## src/rtl/adc_align_pkg.sv

```systemverilog
package adc_align_pkg;

   // Default stage widths and the output word width
   localparam int unsigned DEF_STG1_W   = 3;
   localparam int unsigned DEF_STG2_W   = 3;
   localparam int unsigned DEF_STG3_W   = 4;
   localparam int unsigned DEF_WORD_W   = 8;
   // log2 of the residue gain between stages
   localparam int unsigned DEF_GAIN_LOG = 2;
   // Redundancy offset removed after merging
   localparam int          DEF_OFFSET   = 20;
   // Rising edges between a sample and its latched word
   localparam int unsigned PIPE_DEPTH   = 3;

   typedef enum logic {
      LIMIT_CLAMP = 1'b0,
      LIMIT_WRAP  = 1'b1
   } limit_mode_e;

endpackage

```

## src/rtl/adc_stage_deskew.sv

```systemverilog
module adc_stage_deskew #(
   parameter int unsigned STG1_W = 3,
   parameter int unsigned STG2_W = 3,
   parameter int unsigned STG3_W = 4
) (
   input  logic              clk,
   input  logic              rst_n,
   input  logic [STG1_W-1:0] stg1_in,
   input  logic [STG2_W-1:0] stg2_in,
   input  logic [STG3_W-1:0] stg3_in,
   output logic [STG1_W-1:0] stg1_al,
   output logic [STG2_W-1:0] stg2_al,
   output logic [STG3_W-1:0] stg3_al
);

   // Half-cycle captures: stage one and stage three settle mid-cycle
   logic [STG1_W-1:0] s1_fall;
   logic [STG3_W-1:0] s3_fall;
   // First rising-edge row
   logic [STG1_W-1:0] s1_row1;
   logic [STG2_W-1:0] s2_row1;

   always_ff @(negedge clk or negedge rst_n) begin
      if (!rst_n) begin
         s1_fall <= '0;
         s3_fall <= '0;
      end else begin
         s1_fall <= stg1_in;
         s3_fall <= stg3_in;
      end
   end

   always_ff @(posedge clk or negedge rst_n) begin
      if (!rst_n) begin
         s1_row1 <= '0;
         s2_row1 <= '0;
      end else begin
         s1_row1 <= s1_fall;
         s2_row1 <= stg2_in;
      end
   end

   // Retiming row: all three codes of one sample leave together
   always_ff @(posedge clk or negedge rst_n) begin
      if (!rst_n) begin
         stg1_al <= '0;
         stg2_al <= '0;
         stg3_al <= '0;
      end else begin
         stg1_al <= s1_row1;
         stg2_al <= s2_row1;
         stg3_al <= s3_fall;
      end
   end

endmodule

```

## src/rtl/adc_code_merge.sv

```systemverilog
module adc_code_merge
   import adc_align_pkg::*;
#(
   parameter int unsigned STG1_W   = 3,
   parameter int unsigned STG2_W   = 3,
   parameter int unsigned STG3_W   = 4,
   parameter int unsigned WORD_W   = 8,
   parameter int          OFFSET   = 20,
   parameter limit_mode_e LIMIT    = LIMIT_CLAMP
) (
   input  logic [STG1_W-1:0] c1,
   input  logic [STG2_W-1:0] c2,
   input  logic [STG3_W-1:0] c3,
   output logic [WORD_W-1:0] word
);

   // One redundant bit per later stage sets the digit weights
   localparam int unsigned SH3   = STG3_W - 1;
   localparam int unsigned SH2   = SH3 + STG2_W - 1;
   localparam int unsigned SUM_W = STG1_W + SH2 + 2;
   localparam int          W_MAX = (1 << WORD_W) - 1;
   localparam int          R_MAX = (((1 << STG1_W) - 1) << SH2)
                                 + (((1 << STG2_W) - 1) << SH3)
                                 + ((1 << STG3_W) - 1);

   logic signed [SUM_W-1:0] sum;

   always_comb begin
      sum = (SUM_W'(c1) << SH2) + (SUM_W'(c2) << SH3) + SUM_W'(c3)
          - SUM_W'(OFFSET);
   end

   if (LIMIT == LIMIT_CLAMP) begin : g_clamp
      always_comb begin
         if (sum < 0)
            word = '0;
         else if (sum > W_MAX)
            word = WORD_W'(W_MAX);
         else
            word = sum[WORD_W-1:0];
      end
   end else begin : g_wrap
      always_comb word = sum[WORD_W-1:0];
   end

   if (LIMIT == LIMIT_CLAMP && (R_MAX - OFFSET) > W_MAX) begin : g_chk_hi
      always_comb begin
         if (&c1 && &c2 && &c3)
            AST_CLAMP_HIGH: assert (word == WORD_W'(W_MAX));
      end
   end

   if (LIMIT == LIMIT_CLAMP && OFFSET > 0) begin : g_chk_lo
      always_comb begin
         if (c1 == '0 && c2 == '0 && c3 == '0)
            AST_CLAMP_LOW: assert (word == '0);
      end
   end

endmodule

```

## src/rtl/adc_fill_tracker.sv

```systemverilog
module adc_fill_tracker #(
   parameter int unsigned DEPTH = 3
) (
   input  logic clk,
   input  logic rst_n,
   output logic full
);

   localparam int unsigned CNT_W = $clog2(DEPTH + 1);

   logic [CNT_W-1:0] fill_cnt;

   always_ff @(posedge clk or negedge rst_n) begin
      if (!rst_n)
         fill_cnt <= '0;
      else if (fill_cnt != CNT_W'(DEPTH))
         fill_cnt <= fill_cnt + 1'b1;
   end

   assign full = (fill_cnt == CNT_W'(DEPTH));

endmodule

```

## src/rtl/adc_pipe_aligner.sv

```systemverilog
module adc_pipe_aligner
   import adc_align_pkg::*;
#(
   parameter int unsigned STG1_W   = DEF_STG1_W,
   parameter int unsigned STG2_W   = DEF_STG2_W,
   parameter int unsigned STG3_W   = DEF_STG3_W,
   parameter int unsigned WORD_W   = DEF_WORD_W,
   parameter int unsigned GAIN_LOG = DEF_GAIN_LOG,
   parameter int          OFFSET   = DEF_OFFSET,
   parameter limit_mode_e LIMIT    = LIMIT_CLAMP
) (
   input  logic              clk,
   input  logic              rst_n,
   input  logic [STG1_W-1:0] stg1_code,
   input  logic [STG2_W-1:0] stg2_code,
   input  logic [STG3_W-1:0] stg3_code,
   output logic [WORD_W-1:0] data_out,
   output logic              data_valid
);

   // Elaboration checks on the parameter set
   if (STG2_W - 1 != GAIN_LOG || STG3_W - 1 <= GAIN_LOG - 1) begin : g_bad_gain
      $error("stage widths do not match the interstage gain");
   end
   if (OFFSET < 0) begin : g_bad_off
      $error("offset must not be negative");
   end
   if (WORD_W < 2) begin : g_bad_word
      $error("output word too narrow");
   end

   logic [STG1_W-1:0] a1;
   logic [STG2_W-1:0] a2;
   logic [STG3_W-1:0] a3;
   logic [WORD_W-1:0] merged;
   logic              pipe_full;

   adc_stage_deskew #(
      .STG1_W (STG1_W),
      .STG2_W (STG2_W),
      .STG3_W (STG3_W)
   ) u_deskew (
      .clk     (clk),
      .rst_n   (rst_n),
      .stg1_in (stg1_code),
      .stg2_in (stg2_code),
      .stg3_in (stg3_code),
      .stg1_al (a1),
      .stg2_al (a2),
      .stg3_al (a3)
   );

   adc_code_merge #(
      .STG1_W (STG1_W),
      .STG2_W (STG2_W),
      .STG3_W (STG3_W),
      .WORD_W (WORD_W),
      .OFFSET (OFFSET),
      .LIMIT  (LIMIT)
   ) u_merge (
      .c1   (a1),
      .c2   (a2),
      .c3   (a3),
      .word (merged)
   );

   adc_fill_tracker #(
      .DEPTH (PIPE_DEPTH)
   ) u_fill (
      .clk   (clk),
      .rst_n (rst_n),
      .full  (pipe_full)
   );

   // Output latch: partial words are held at zero
   always_ff @(posedge clk or negedge rst_n) begin
      if (!rst_n) begin
         data_out   <= '0;
         data_valid <= 1'b0;
      end else begin
         data_out   <= pipe_full ? merged : '0;
         data_valid <= pipe_full;
      end
   end

   // Independent edge counter for the checks below
   logic [2:0] chk_age;
   always_ff @(posedge clk or negedge rst_n) begin
      if (!rst_n)
         chk_age <= '0;
      else if (chk_age != 3'd7)
         chk_age <= chk_age + 3'd1;
   end

   AST_VALID_NOT_EARLY: assert property (@(posedge clk) disable iff (!rst_n)
      data_valid |-> (chk_age >= 3'(PIPE_DEPTH + 1)));

   AST_VALID_ON_TIME: assert property (@(posedge clk) disable iff (!rst_n)
      (chk_age >= 3'(PIPE_DEPTH + 1)) |-> data_valid);

   AST_VALID_STICKY: assert property (@(posedge clk) disable iff (!rst_n)
      data_valid |=> data_valid);

   AST_IDLE_ZERO: assert property (@(posedge clk) disable iff (!rst_n)
      !data_valid |-> (data_out == '0));

   AST_RESET_CLEAR: assert property (@(posedge clk)
      !rst_n |-> (!data_valid && data_out == '0));

endmodule

```

## config.mk

```make
export PLATFORM = sky130hd
export DESIGN_NAME = adc_pipe_aligner
export DESIGN_NICKNAME = d
export VERILOG_FILES = /design/src/rtl/adc_align_pkg.sv /design/src/rtl/adc_stage_deskew.sv /design/src/rtl/adc_code_merge.sv /design/src/rtl/adc_fill_tracker.sv /design/src/rtl/adc_pipe_aligner.sv
export SDC_FILE = /design/constraint.sdc
export NUM_CORES = 1
export LEC_CHECK = 0
export ABC_AREA = 1
export BUFFER_PORTS_ARGS = -buffer_cell sky130_fd_sc_hd__buf_4
export CAP_MARGIN = 40
export CORE_MARGIN = 10
export CORE_UTILIZATION = 49
export DETAILED_ROUTE_END_ITERATION = 8
export GPL_TIMING_DRIVEN = 0
export PLACE_DENSITY = 0.71
export SKIP_CTS_REPAIR_TIMING = 1
export SYNTH_ARGS = -nofsm -noshare
export SYNTH_HDL_FRONTEND = slang
export SYNTH_SLANG_ARGS = --single-unit
```

## constraint.sdc

```tcl
create_clock -name clk -period 1.9 [get_ports clk]
set_input_delay 0.095 -clock clk [delete_from_list [all_inputs] [get_ports clk]]
set_output_delay 0.095 -clock clk [all_outputs]
set_load 0.01 [all_outputs]
```

==> metrics.md, run 1 <==
| Metric | Value |
|---|---|
| Setup violations, final | `8` |
| Critical Path RT | `2120 ps` |
| Cell count after synthesis | `114` |
| Die H | `72.7 um` |
| Dpl hpwl | `1480 um` |
| GRT Overall Usage | `between 8 and 9%` |
| Period utilization | `106%` |
| R2R Path Start | `u_deskew.stg3_al[3]` |
| I/O pin total | `21` |
| Port bufs | `20` |
| Post-synthesis async set-or-reset flop share | `100%` |
| Std cell rows | `19` |
| First-pass GRT wire length | `3380 um` |
| Nets | `170` |
| Post-synth EDFFs | `0` |
| H-tree depth | `2` |
| Fill cell count | `around 230` |
| Element type at the critical path end | `flip-flop` |
| Final hold vios | `0` |
| Total grt overflow | `0` |
| Vias | `a little over 800` |
| Mean Syn Cell Area | `approximately 12 um^2` |
| DR iter-0 viols | `18` |
| Max-cap violations | `0` |
| DR DRC count | `0` |
| Routed Antenna Nets | `0` |
| Initial core utilization | `between 50 and 60%` |
| Final WL | `2050 um` |
| Top cell type's share of synthesized area | `49.6%` |
| Tightest Pin Transition | `400 ps` |
| Layout area overhead | `27.9%` |
| Routed WL per cell | `11.5 um` |
| #FFs+latches synth | `34` |
| Largest net degree at the start of global routing | `35` |
| Initial antenna violation count | `0` |
| Gpl congestion | `slightly above 0.7` |
| Area leader, netlist | `dfrtp_1` |
| Most instantiated cells after synthesis | `dfrtp_1, inv_1, nor2_1` |
| CP max FO | `8` |
| TritonCTS clock tree | `done` |
| Sequential fraction of the synthesis area | `a little over three fifths` |
| Vias in the first global route | `845` |
| Clk buf depth | `2` |
| CP Data Arrival Time | `2220 ps` |
| FF-to-FF End | `data_out[0]` |
| Pleak | `0.000846 uW` |
| Top cells by area, synth | `dfrtp_1, dfrtn_1, ha_1` |
| Worst Reg-to-Reg Cells | `14` |
| Mapped cell area | `about 0.0014 mm^2` |
| Non-Filler Instances | `178` |
| Kind of critical path | `reg -> reg` |
| DR vias/cell | `approximately 4.7` |
| Inserted Diodes | `0` |
| Failing checks | `negative setup slack` |
| RSZ-0062 raised after global routing | `yes` |
| Post-Syn Nets | `around 140` |
| Max-slew headroom | `73.3%` |
| Layout cell share with drive strength beyond 1 | `42.2%` |
| PwrDens | `861 mW/mm^2` |
| VDD IR-drop max | `0.749 mV` |
| Clock Sink Count | `34` |
| Clk_skew | `7.43 ps` |
| Yosys warnings | `0` |
| Distinct cells, synth | `18` |
| Num CTS Buffers | `5` |
| Die area | `0.00529 mm^2` |
| Root Buffer | `clkbuf_4` |
| Final WS setup | `-105 ps` |
| Placed Cells | `165` |
| Final Util | `64.3%` |
| Most frequent cell after synthesis | `dfrtp_1` |
| First-pass DRT Iterations | `3` |
| Max Clk Rate | `499 MHz` |
| Clock slew at reported path FFs | `90 ps` |
| Placeable Area | `0.00271 mm^2` |
| Top_reg_cell synth | `dfrtp_1` |
| Placement Setup Slack | `-157 ps` |
| Clock latency on the worst-skew pair | `320 ps` |
| Fin crit period | `2000 ps` |
| Status | `finished with violations` |
| Worst hold margin | `235 ps` |
| Die X | `72.7 um` |
| Setup slack, reg-to-reg | `-100 ps` |
| Hold WC Path Type | `in -> async` |
| Crit start category | `flip-flop` |
| Slew Limit Fails | `0` |
==> layout by cell type, fill, tap and decap left out, drive strengths merged <==
cell         synthesis  routed
a21oi                3       3
buf                  0      21
clkbuf               0       8
dfrtn                7       7
dfrtp               27      27
dlygate4sd3          0       4
fa                   1       1
ha                  11      11
inv                 20      20
mux2                 1       1
nand2               16      16
nand3                6       6
nor2                18      18
xnor2                2       2
xor2                 2       2
==> flip-flops by register name, summed over array words and instances (netlist names) <==
name and cells:
u_deskew.s1_fall 3, data_valid 1, u_deskew.stg1_al 3, u_deskew.s2_row1 3
data_out 8, u_deskew.stg2_al 3, u_deskew.s1_row1 3, u_deskew.s3_fall 4
u_deskew.stg3_al 4, u_fill.fill_cnt 2
==> power by group <==
part	internal, uW	leakage (uW)	switching, uW
clock	147	0.0000265	208
combinational	162	0.000429	176
sequential	785	0.000391	20.1
total	1090	0.000846	404
==> cell type report <==
cell class                 instances  area (um^2)  area share (%)
tap                               31         38.8            2.23
clock buffer                       8         48.8            2.80
inverter                          20         77.6            4.45
sequential                        34          851            48.9
multi-input combinational         60          528            30.3
timing repair buffer              25          198            11.4
==> worst max-delay path by stage <==
stage	endpoint	cells after the start	slack, ps	startpoint
floorplan	data_out[0]	12	20	u_deskew.stg1_al[0]
CTS	data_out[2]	11	-180	u_deskew.stg1_al[0]
global route	data_out[6]	14	-210	u_deskew.stg1_al[0]
global placement	data_out[4]	11	-100	u_deskew.stg1_al[0]
finish	data_out[0]	14	-100	u_deskew.stg3_al[3]
detailed placement	data_out[2]	11	-160	u_deskew.stg1_al[0]
==> metrics by stage <==
step           total power, uW  instance area [um^2]  TNS (ps)
6_report                  1500                  1740      -757
5_1_grt                   1600                  1740     -1650
4_1_cts                   1470                  1600     -1340
3_5_place_dp              1110                  1550     -1140
3_3_place_gp              1100                  1550      -738
2_1_floorplan              991                  1360         0
==> per-layer routing <==
| layer | part of all wire [%] | GRT usage, % |
|---|---|---|
| met5 | 0 | 0 |
| met3 | 5.5 | 4.22 |
| met1 | 39 | 8.13 |
| met4 | 2.2 | 5.06 |
| met2 | 53 | 12.9 |
==> kinds of logic (layout without fill, tap and decap cells) <==
family / Yosys count / after routing / share of synthesized area (%)
flip-flops: 34 / 34 / 62.5
buffers and inverters: 20 / 53 / 5.51
AND/OR/NAND/NOR: 40 / 40 / 15.1
XOR/XNOR: 4 / 4 / 2.57
multiplexers: 1 / 1 / 0.827
AO/OA/AOI/OAI: 3 / 3 / 1.93
adder cells (fa/ha/maj): 12 / 12 / 11.6
==> worst max-delay path, cell delays in order (launching register included) <==
cell	delay, ps
dfrtp_1	380
inv_2	70
ha_4	200
inv_4	60
ha_4	130
inv_2	40
fa_2	400
inv_2	80
a21oi_4	50
nor2_1	90
nand2_1	80
nand2_1	70
nand2_2	60
nand3_4	130
nor2_1	70
(Power assumes the default switching activity.)
==> run 2: changes to the inputs <==
--- a/config.mk
+++ b/config.mk
@@ -8,11 +8,13 @@
 export ABC_AREA = 1
 export BUFFER_PORTS_ARGS = -buffer_cell sky130_fd_sc_hd__buf_4
 export CAP_MARGIN = 40
+export CELL_PAD_IN_SITES_DETAIL_PLACEMENT = 1
+export CELL_PAD_IN_SITES_GLOBAL_PLACEMENT = 2
 export CORE_MARGIN = 10
-export CORE_UTILIZATION = 49
+export CORE_UTILIZATION = 32
 export DETAILED_ROUTE_END_ITERATION = 8
 export GPL_TIMING_DRIVEN = 0
-export PLACE_DENSITY = 0.71
+export PLACE_DENSITY = 0.7
 export SKIP_CTS_REPAIR_TIMING = 1
 export SYNTH_ARGS = -nofsm -noshare
 export SYNTH_HDL_FRONTEND = slang
==> run 2 against run 1 <==
Effect of this change:
- the run still ends with negative setup slack left
- sequential power barely moved
- maximum frequency fell by 2.4%
- hold slack improved by 51 ps
- clock skew rose by 5.5 ps
- via count rose by 4.2%
- combinational power rose by 11%
- core utilization fell by 19 points
- sequential share of layout area fell by 3.0 points
- cell area rose by 6.6%
- global-route usage fell by 0.86 points
- clock power rose by 52%
- power rose by 15%
- critical endpoint is now data_out[7]
- highest routed layer unchanged
==> metrics.md, run 2 (synthesized netlist as in run 1, its figures left out) <==
| Metric | Value |
|---|---|
| Status | `finished with violations` |
| Crit start category | `flip-flop` |
| Top flop regs | `data_out (8), u_deskew.s3_fall (4), u_deskew.stg3_al (4)` |
| Worst path buffer plus inverter count | `4` |
| Failing checks | `negative setup slack` |
| Total grt overflow | `0` |
| Num CTS Buffers | `5` |
| CP Depth | `14` |
| Nets | `172` |
| Inserted Diodes | `0` |
| Uppermost layer routed | `met4` |
| Post-Layout Inst Area | `about 0.0019 mm^2` |
| TritonCTS clock tree | `done` |
| M1 WL | `963 um` |
| Layout area overhead | `36.4%` |
| Dpl hpwl | `1820 um` |
| Setup violations, final | `8` |
| Top reg by flops | `data_out` |
| Element type at the critical path end | `flip-flop` |
| DR vias/cell | `4.34` |
| Final hold vios | `0` |
| Largest register FFs | `8` |
| Largest net degree at the start of global routing | `35` |
| H-tree depth | `2` |
| Fill cell count | `about 430` |
| Routed Antenna Nets | `0` |
| Final WS setup | `-153 ps` |
| FF-to-FF End | `data_out[7]` |
| Max-slew headroom | `between 70% and 80%` |
| Routed WL per cell | `12.5 um` |
| Final Util | `between 40% and 50%` |
| R2R Path Start | `u_deskew.stg2_al[0]` |
| Final WL | `2490 um` |
| RSZ-0062 raised after global routing | `yes` |
| Clk buf depth | `2` |
| GRT Overall Usage | `7.22%` |
| PwrDens | `927 mW/mm^2` |
| Crit-path leading delay family | `adder cells` |
| Port bufs | `20` |
| Met2 WL | `1350 um` |
| Hold WC Path Type | `in -> async` |
| Cell area after placement | `0.00158 mm^2` |
| Worst path slowest cell | `fa_2` |
| CP max FO | `8` |
| Initial core utilization | `33.5%` |
| Clk_skew | `12.9 ps` |
| Std cell rows | `23` |
| Root Buffer | `clkbuf_8` |
| Fin crit period | `between 2000 and 2500 ps` |
| Clock slew at reported path FFs | `70 ps` |
| Die area | `0.00726 mm^2` |
| Met3 WL post-DR | `129 um` |
| Placeable Area | `0.00406 mm^2` |
| Max Clk Rate | `487 MHz` |
| First-pass GRT wire length | `4170 um` |
| Tightest Pin Transition | `between 400 and 500 ps` |
| I/O pin total | `21` |
| Worst Reg-to-Reg Cells | `14` |
| Vias in the first global route | `936` |
| Gpl congestion | `0.793` |
| Max-cap violations | `0` |
| Most common cell after layout, fill and taps aside | `dfrtp_1` |
| Setup slack, reg-to-reg | `-150 ps` |
| DR iter-0 viols | `12` |
| Commonest cells after routing, fill and taps aside | `dfrtp_1, buf_4, inv_1` |
| Slew Limit Fails | `0` |
| Critical Path Max Stage Delay | `~400 ps` |
| Critical Path RT | `2060 ps` |
| Initial antenna violation count | `0` |
| Clock latency on the worst-skew pair | `280 ps` |
| VDD IR-drop max | `0.649 mV` |
| Worst path cell trace | `inv_2, ha_4, inv_4, ha_4, inv_2, fa_2, inv_2, a21oi_4, nor2_2, nand2_2, nand2_2, nand2_2, nand3_4, nor2_1` |
| First-pass DRT Iterations | `2` |
| Vias | `~860` |
| Setup_tns | `-1140 ps` |
| Die X | `around 85 um` |
| Layout cell share with drive strength beyond 1 | `between 40% and 50%` |
| Kind of critical path | `reg -> reg` |
| Period utilization | `108%` |
| CP Data Arrival Time | `about 2200 ps` |
| Clock Sink Count | `34` |
| Placement Setup Slack | `-215 ps` |
| Pleak | `0.000882 uW` |
| Die H | `85.2 um` |
| DR DRC count | `0` |
## run 2: worst max path at each step
stage                                   start     endpoint  slack, ps
after floorplan           u_deskew.stg1_al[0]  data_out[0]         20
after global placement    u_deskew.stg1_al[0]  data_out[0]       -180
after detailed placement  u_deskew.stg1_al[0]  data_out[1]       -210
after CTS                 u_deskew.stg1_al[0]  data_out[1]       -240
after global routing      u_deskew.stg1_al[0]  data_out[3]       -310
final                     u_deskew.stg2_al[0]  data_out[7]       -150
## run 2: where the power goes
group,internal [uW],switching [uW]
Combinational,175,200
Clock,291,247
Sequential,786,20.9
## run 2: cell type report
type | instances | area [um^2] | area share [%]
clock buffers | 6 | 82.6 | 4.45
multi-input cells | 60 | 558 | 30.1
flip-flops and latches | 34 | 851 | 45.8
inverters | 20 | 77.6 | 4.18
clock inverters | 2 | 12.5 | 0.674
well taps | 50 | 62.6 | 3.37
repair buffers | 27 | 213 | 11.5
## run 2: metal layers
| layer | GRT usage (%) | vias up |
|---|---|---|
| li1 | - | 408 |
| met1 | 7.17 | 435 |
| met2 | 11.9 | 15 |
| met3 | 4.02 | 6 |
| met4 | 3.59 | 0 |
| met5 | 0 | - |
## run 2: metrics by stage
step	std cells	hold slack (ps)	power, uW
finish	199	285	1720
global route	199	334	1840
CTS	192	-244	1670
detailed placement	184	65.6	1120
global placement	184	54.2	1120
floorplan	114	-201	991
## run 2: worst register-to-register path, cell delays in order, from the launching register on
cell,delay (ps)
dfrtp_1,370
inv_2,70
ha_4,200
inv_4,50
ha_4,120
inv_2,40
fa_2,400
inv_2,80
a21oi_4,60
nor2_2,110
nand2_2,70
nand2_2,70
nand2_2,60
nand3_4,180
nor2_1,60
==> run 3: changes to the inputs <==
--- a/config.mk
+++ b/config.mk
@@ -11,11 +11,12 @@
 export CELL_PAD_IN_SITES_DETAIL_PLACEMENT = 1
 export CELL_PAD_IN_SITES_GLOBAL_PLACEMENT = 2
 export CORE_MARGIN = 10
-export CORE_UTILIZATION = 32
+export CORE_UTILIZATION = 35
 export DETAILED_ROUTE_END_ITERATION = 8
 export GPL_TIMING_DRIVEN = 0
-export PLACE_DENSITY = 0.7
+export PLACE_DENSITY = 0.75
 export SKIP_CTS_REPAIR_TIMING = 1
 export SYNTH_ARGS = -nofsm -noshare
 export SYNTH_HDL_FRONTEND = slang
+export SYNTH_HIERARCHICAL = 1
 export SYNTH_SLANG_ARGS = --single-unit
==> constraint.sdc (replaced) <==
create_clock -name clk -period 2.1 [get_ports clk]
set_input_delay 0.105 -clock clk [delete_from_list [all_inputs] [get_ports clk]]
set_output_delay 0.105 -clock clk [all_outputs]
set_load 0.01 [all_outputs]
==> run 3 against run 2 <==
Effect of this change:
- the flow still finishes with violations (negative setup slack)
- wire length is 1.9% higher
- sequential share of layout area is 1.4 points higher
- maximum frequency shrank 2.6%
- power fell by 17%
- hold slack improved by 21 ps
- worst setup slack gained 140 ps
- critical path depth unchanged
- via count increased by 9.8%
- clock skew decreased by 3.1 ps
- cell area down 3.0%
==> metrics.md, run 3 <==
| Metric | Value |
|---|---|
| Nets | `194` |
| Initial antenna violation count | `0` |
| Fill cell count | `between 400 and 500` |
| Period utilization | `100%` |
| Std cell rows | `22` |
| Max-slew headroom | `72.6%` |
| Clock slew at reported path FFs | `roughly 70 ps` |
| Hold WC Path Type | `in -> async` |
| #FFs+latches synth | `34` |
| Post-synth EDFFs | `0` |
| Comb power frac | `15.7%` |
| Clk buf depth | `2` |
| Max Clk Rate | `~470 MHz` |
| Element type at the critical path end | `flip-flop` |
| Setup_tns | `-16.2 ps` |
| Failing checks | `negative setup slack` |
| Layout cell share with drive strength beyond 1 | `between 20% and 30%` |
| Top flop regs | `data_out (8), u_deskew/s3_fall (4), u_deskew/stg3_al (4)` |
| Die X | `82.9 um` |
| Clock share of power | `34.1%` |
| Kind of critical path | `reg -> reg` |
| Most instantiated cells after synthesis | `nand2_1, inv_1, dfrtp_1` |
| Post-Syn Nets | `159` |
| Die area | `approximately 0.007 mm^2` |
| I/O pin total | `21` |
| Clk_skew | `9.80 ps` |
| Largest net degree at the start of global routing | `35` |
| DR DRC count | `0` |
| Area leader, netlist | `dfrtp_1` |
| Max-cap violations | `0` |
| Dpl hpwl | `1900 um` |
| Num CTS Buffers | `5` |
| Routed WL per cell | `11.6 um` |
| Largest register FFs | `8` |
| Psw | `356 uW` |
| Routed Antenna Nets | `0` |
| Crit start category | `flip-flop` |
| Initial core utilization | `37.0%` |
| GRT Overall Usage | `7.88%` |
| Port bufs | `20` |
| Top reg by flops | `data_out` |
| PwrDens | `790 mW/mm^2` |
| Sequential fraction of the synthesis area | `61.4%` |
| RSZ-0062 raised after global routing | `yes` |
| Vias in the first global route | `1050` |
| Power Internal | `approximately 1100 uW` |
| Total grt overflow | `0` |
| Most common cell after layout, fill and taps aside | `nand2_1` |
| H-tree depth | `2` |
| TritonCTS clock tree | `done` |
| Root Buffer | `clkbuf_8` |
| Final Util | `between 40% and 50%` |
| Final WL | `2540 um` |
| Mapped cell area | `0.00139 mm^2` |
| Final WS setup | `-8.18 ps` |
| Slew Limit Fails | `0` |
| Top cells by area, synth | `dfrtp_1, dfrtn_1, nand2_1` |
| Status | `finished with violations` |
| First-pass GRT wire length | `about 4500 um` |
| Cell count after synthesis | `135` |
| Switch share | `roughly 25%` |
| Worst Setup SP | `u_deskew/stg3_al[3]` |
| Placement Setup Slack | `-43.1 ps` |
| Gpl congestion | `0.824` |
| Setup violations, final | `2` |
| CP Data Arrival Time | `2330 ps` |
| Top_reg_cell synth | `dfrtp_1` |
| Worst hold margin | `slightly above 300 ps` |
| Commonest cells after routing, fill and taps aside | `nand2_1, inv_1, dfrtp_1` |
| CP max FO | `4` |
| Post-synthesis async set-or-reset flop share | `100%` |
| Inserted Diodes | `0` |
| DR iter-0 viols | `21` |
| Die H | `82.9 um` |
| Critical Path RT | `2320 ps` |
| Final hold vios | `0` |
| Layout area overhead | `30.0%` |
| VDD IR-drop max | `0.559 mV` |
| Placeable Area | `0.00374 mm^2` |
| Yosys warnings | `6` |
| Clock Sink Count | `34` |
| First-pass DRT Iterations | `3` |
| Top cell type's share of synthesized area | `48.8%` |
| Vias | `949` |
| Pleak | `0.000968 uW` |
| Distinct cells, synth | `17` |
| DR vias/cell | `4.33` |
| Mean Syn Cell Area | `10.3 um^2` |
| Fin crit period | `2110 ps` |
| Tightest Pin Transition | `411 ps` |
| Clock latency on the worst-skew pair | `approximately 280 ps` |
| Most frequent cell after synthesis | `nand2_1` |
| R2R Path Start | `u_deskew/stg3_al[3]` |
| Flop pwr share | `50.3%` |
run 3: cell types whose count changed in the layout (fill, tap and decap cells not counted), sizes merged, moves of 2 or more:
cell	before	now
nand2	16	41
nor2	18	4
inv	20	32
a21oi	3	0
nand3	6	8
xnor2	2	0
xor2	2	0
run 3: area by class of cell:
| cell class | instances | area [um^2] | share of cell area [%] |
|---|---|---|---|
| buffer | 1 | 5.00 | 0.278 |
| clock buffer | 6 | 82.6 | 4.59 |
| clock inverter | 2 | 12.5 | 0.695 |
| inverter | 32 | 120 | 6.67 |
| multi-input combinational | 69 | 457 | 25.4 |
| sequential | 34 | 851 | 47.3 |
| tap | 48 | 60.1 | 3.34 |
| timing repair buffer | 27 | 213 | 11.8 |
run 3: worst paths after layout:
check                           depth (start not counted)             endpoint  slack (ps)
worst max-delay path                                   14          data_out[1]          -8
worst min-delay path                                    2  u_deskew/s2_row1[2]         310
worst max register to register                         14          data_out[1]          -8
worst min register to register                          0  u_deskew/stg1_al[0]         350
max in group asynchronous                               2  u_deskew/s3_fall[1]         540
min in group clk                                        0  u_deskew/stg1_al[0]         350
run 3: cell families after synthesis:
family                   after synthesis  synth area share [%]
buffers and inverters                 33                  9.03
adder cells (fa/ha/maj)               12                  11.4
AND/OR/NAND/NOR                       54                  17.3
flip-flops                            34                  61.4
AO/OA/AOI/OAI                          2                 0.903
run 3: routing by layer:
| layer | share of wire (%) | vias to the layer above | track usage, % |
|---|---|---|---|
| met2 | 55 | 14 | 13.5 |
| met4 | 0.95 | 0 | 3.23 |
| met3 | 4.2 | 3 | 3.32 |
| li1 | - | 464 | - |
| met1 | 39 | 468 | 8.29 |
| met5 | 0 | - | 0 |
run 3: power groups by stage:
stage	clock, uW	combinational (uW)	sequential [uW]
3_5_place_dp	0	203	727
3_3_place_gp	0	198	724
5_1_grt	543	260	719
6_report	484	223	714
2_1_floorplan	0	99.7	737
4_1_cts	509	204	714
run 3: through the flow:
stage                     area, um^2  total power [uW]  instances
after floorplan                 1390               836        135
after global placement          1600               923        203
after detailed placement        1600               930        203
after CTS                       1690              1430        211
after global routing            1800              1520        219
final                           1800              1420        219
run 3: worst max-delay path, cell delays in order (launching register included):
cell and delay (ps):
dfrtp_1 320, inv_1 40, ha_1 290, inv_2 80, ha_4 140, inv_2 40
fa_2 400, inv_2 70, nand4_1 150, buf_4 200, nand3_4 100, nand2_1 60
nand2_1 60, nand2_1 50, inv_1 50
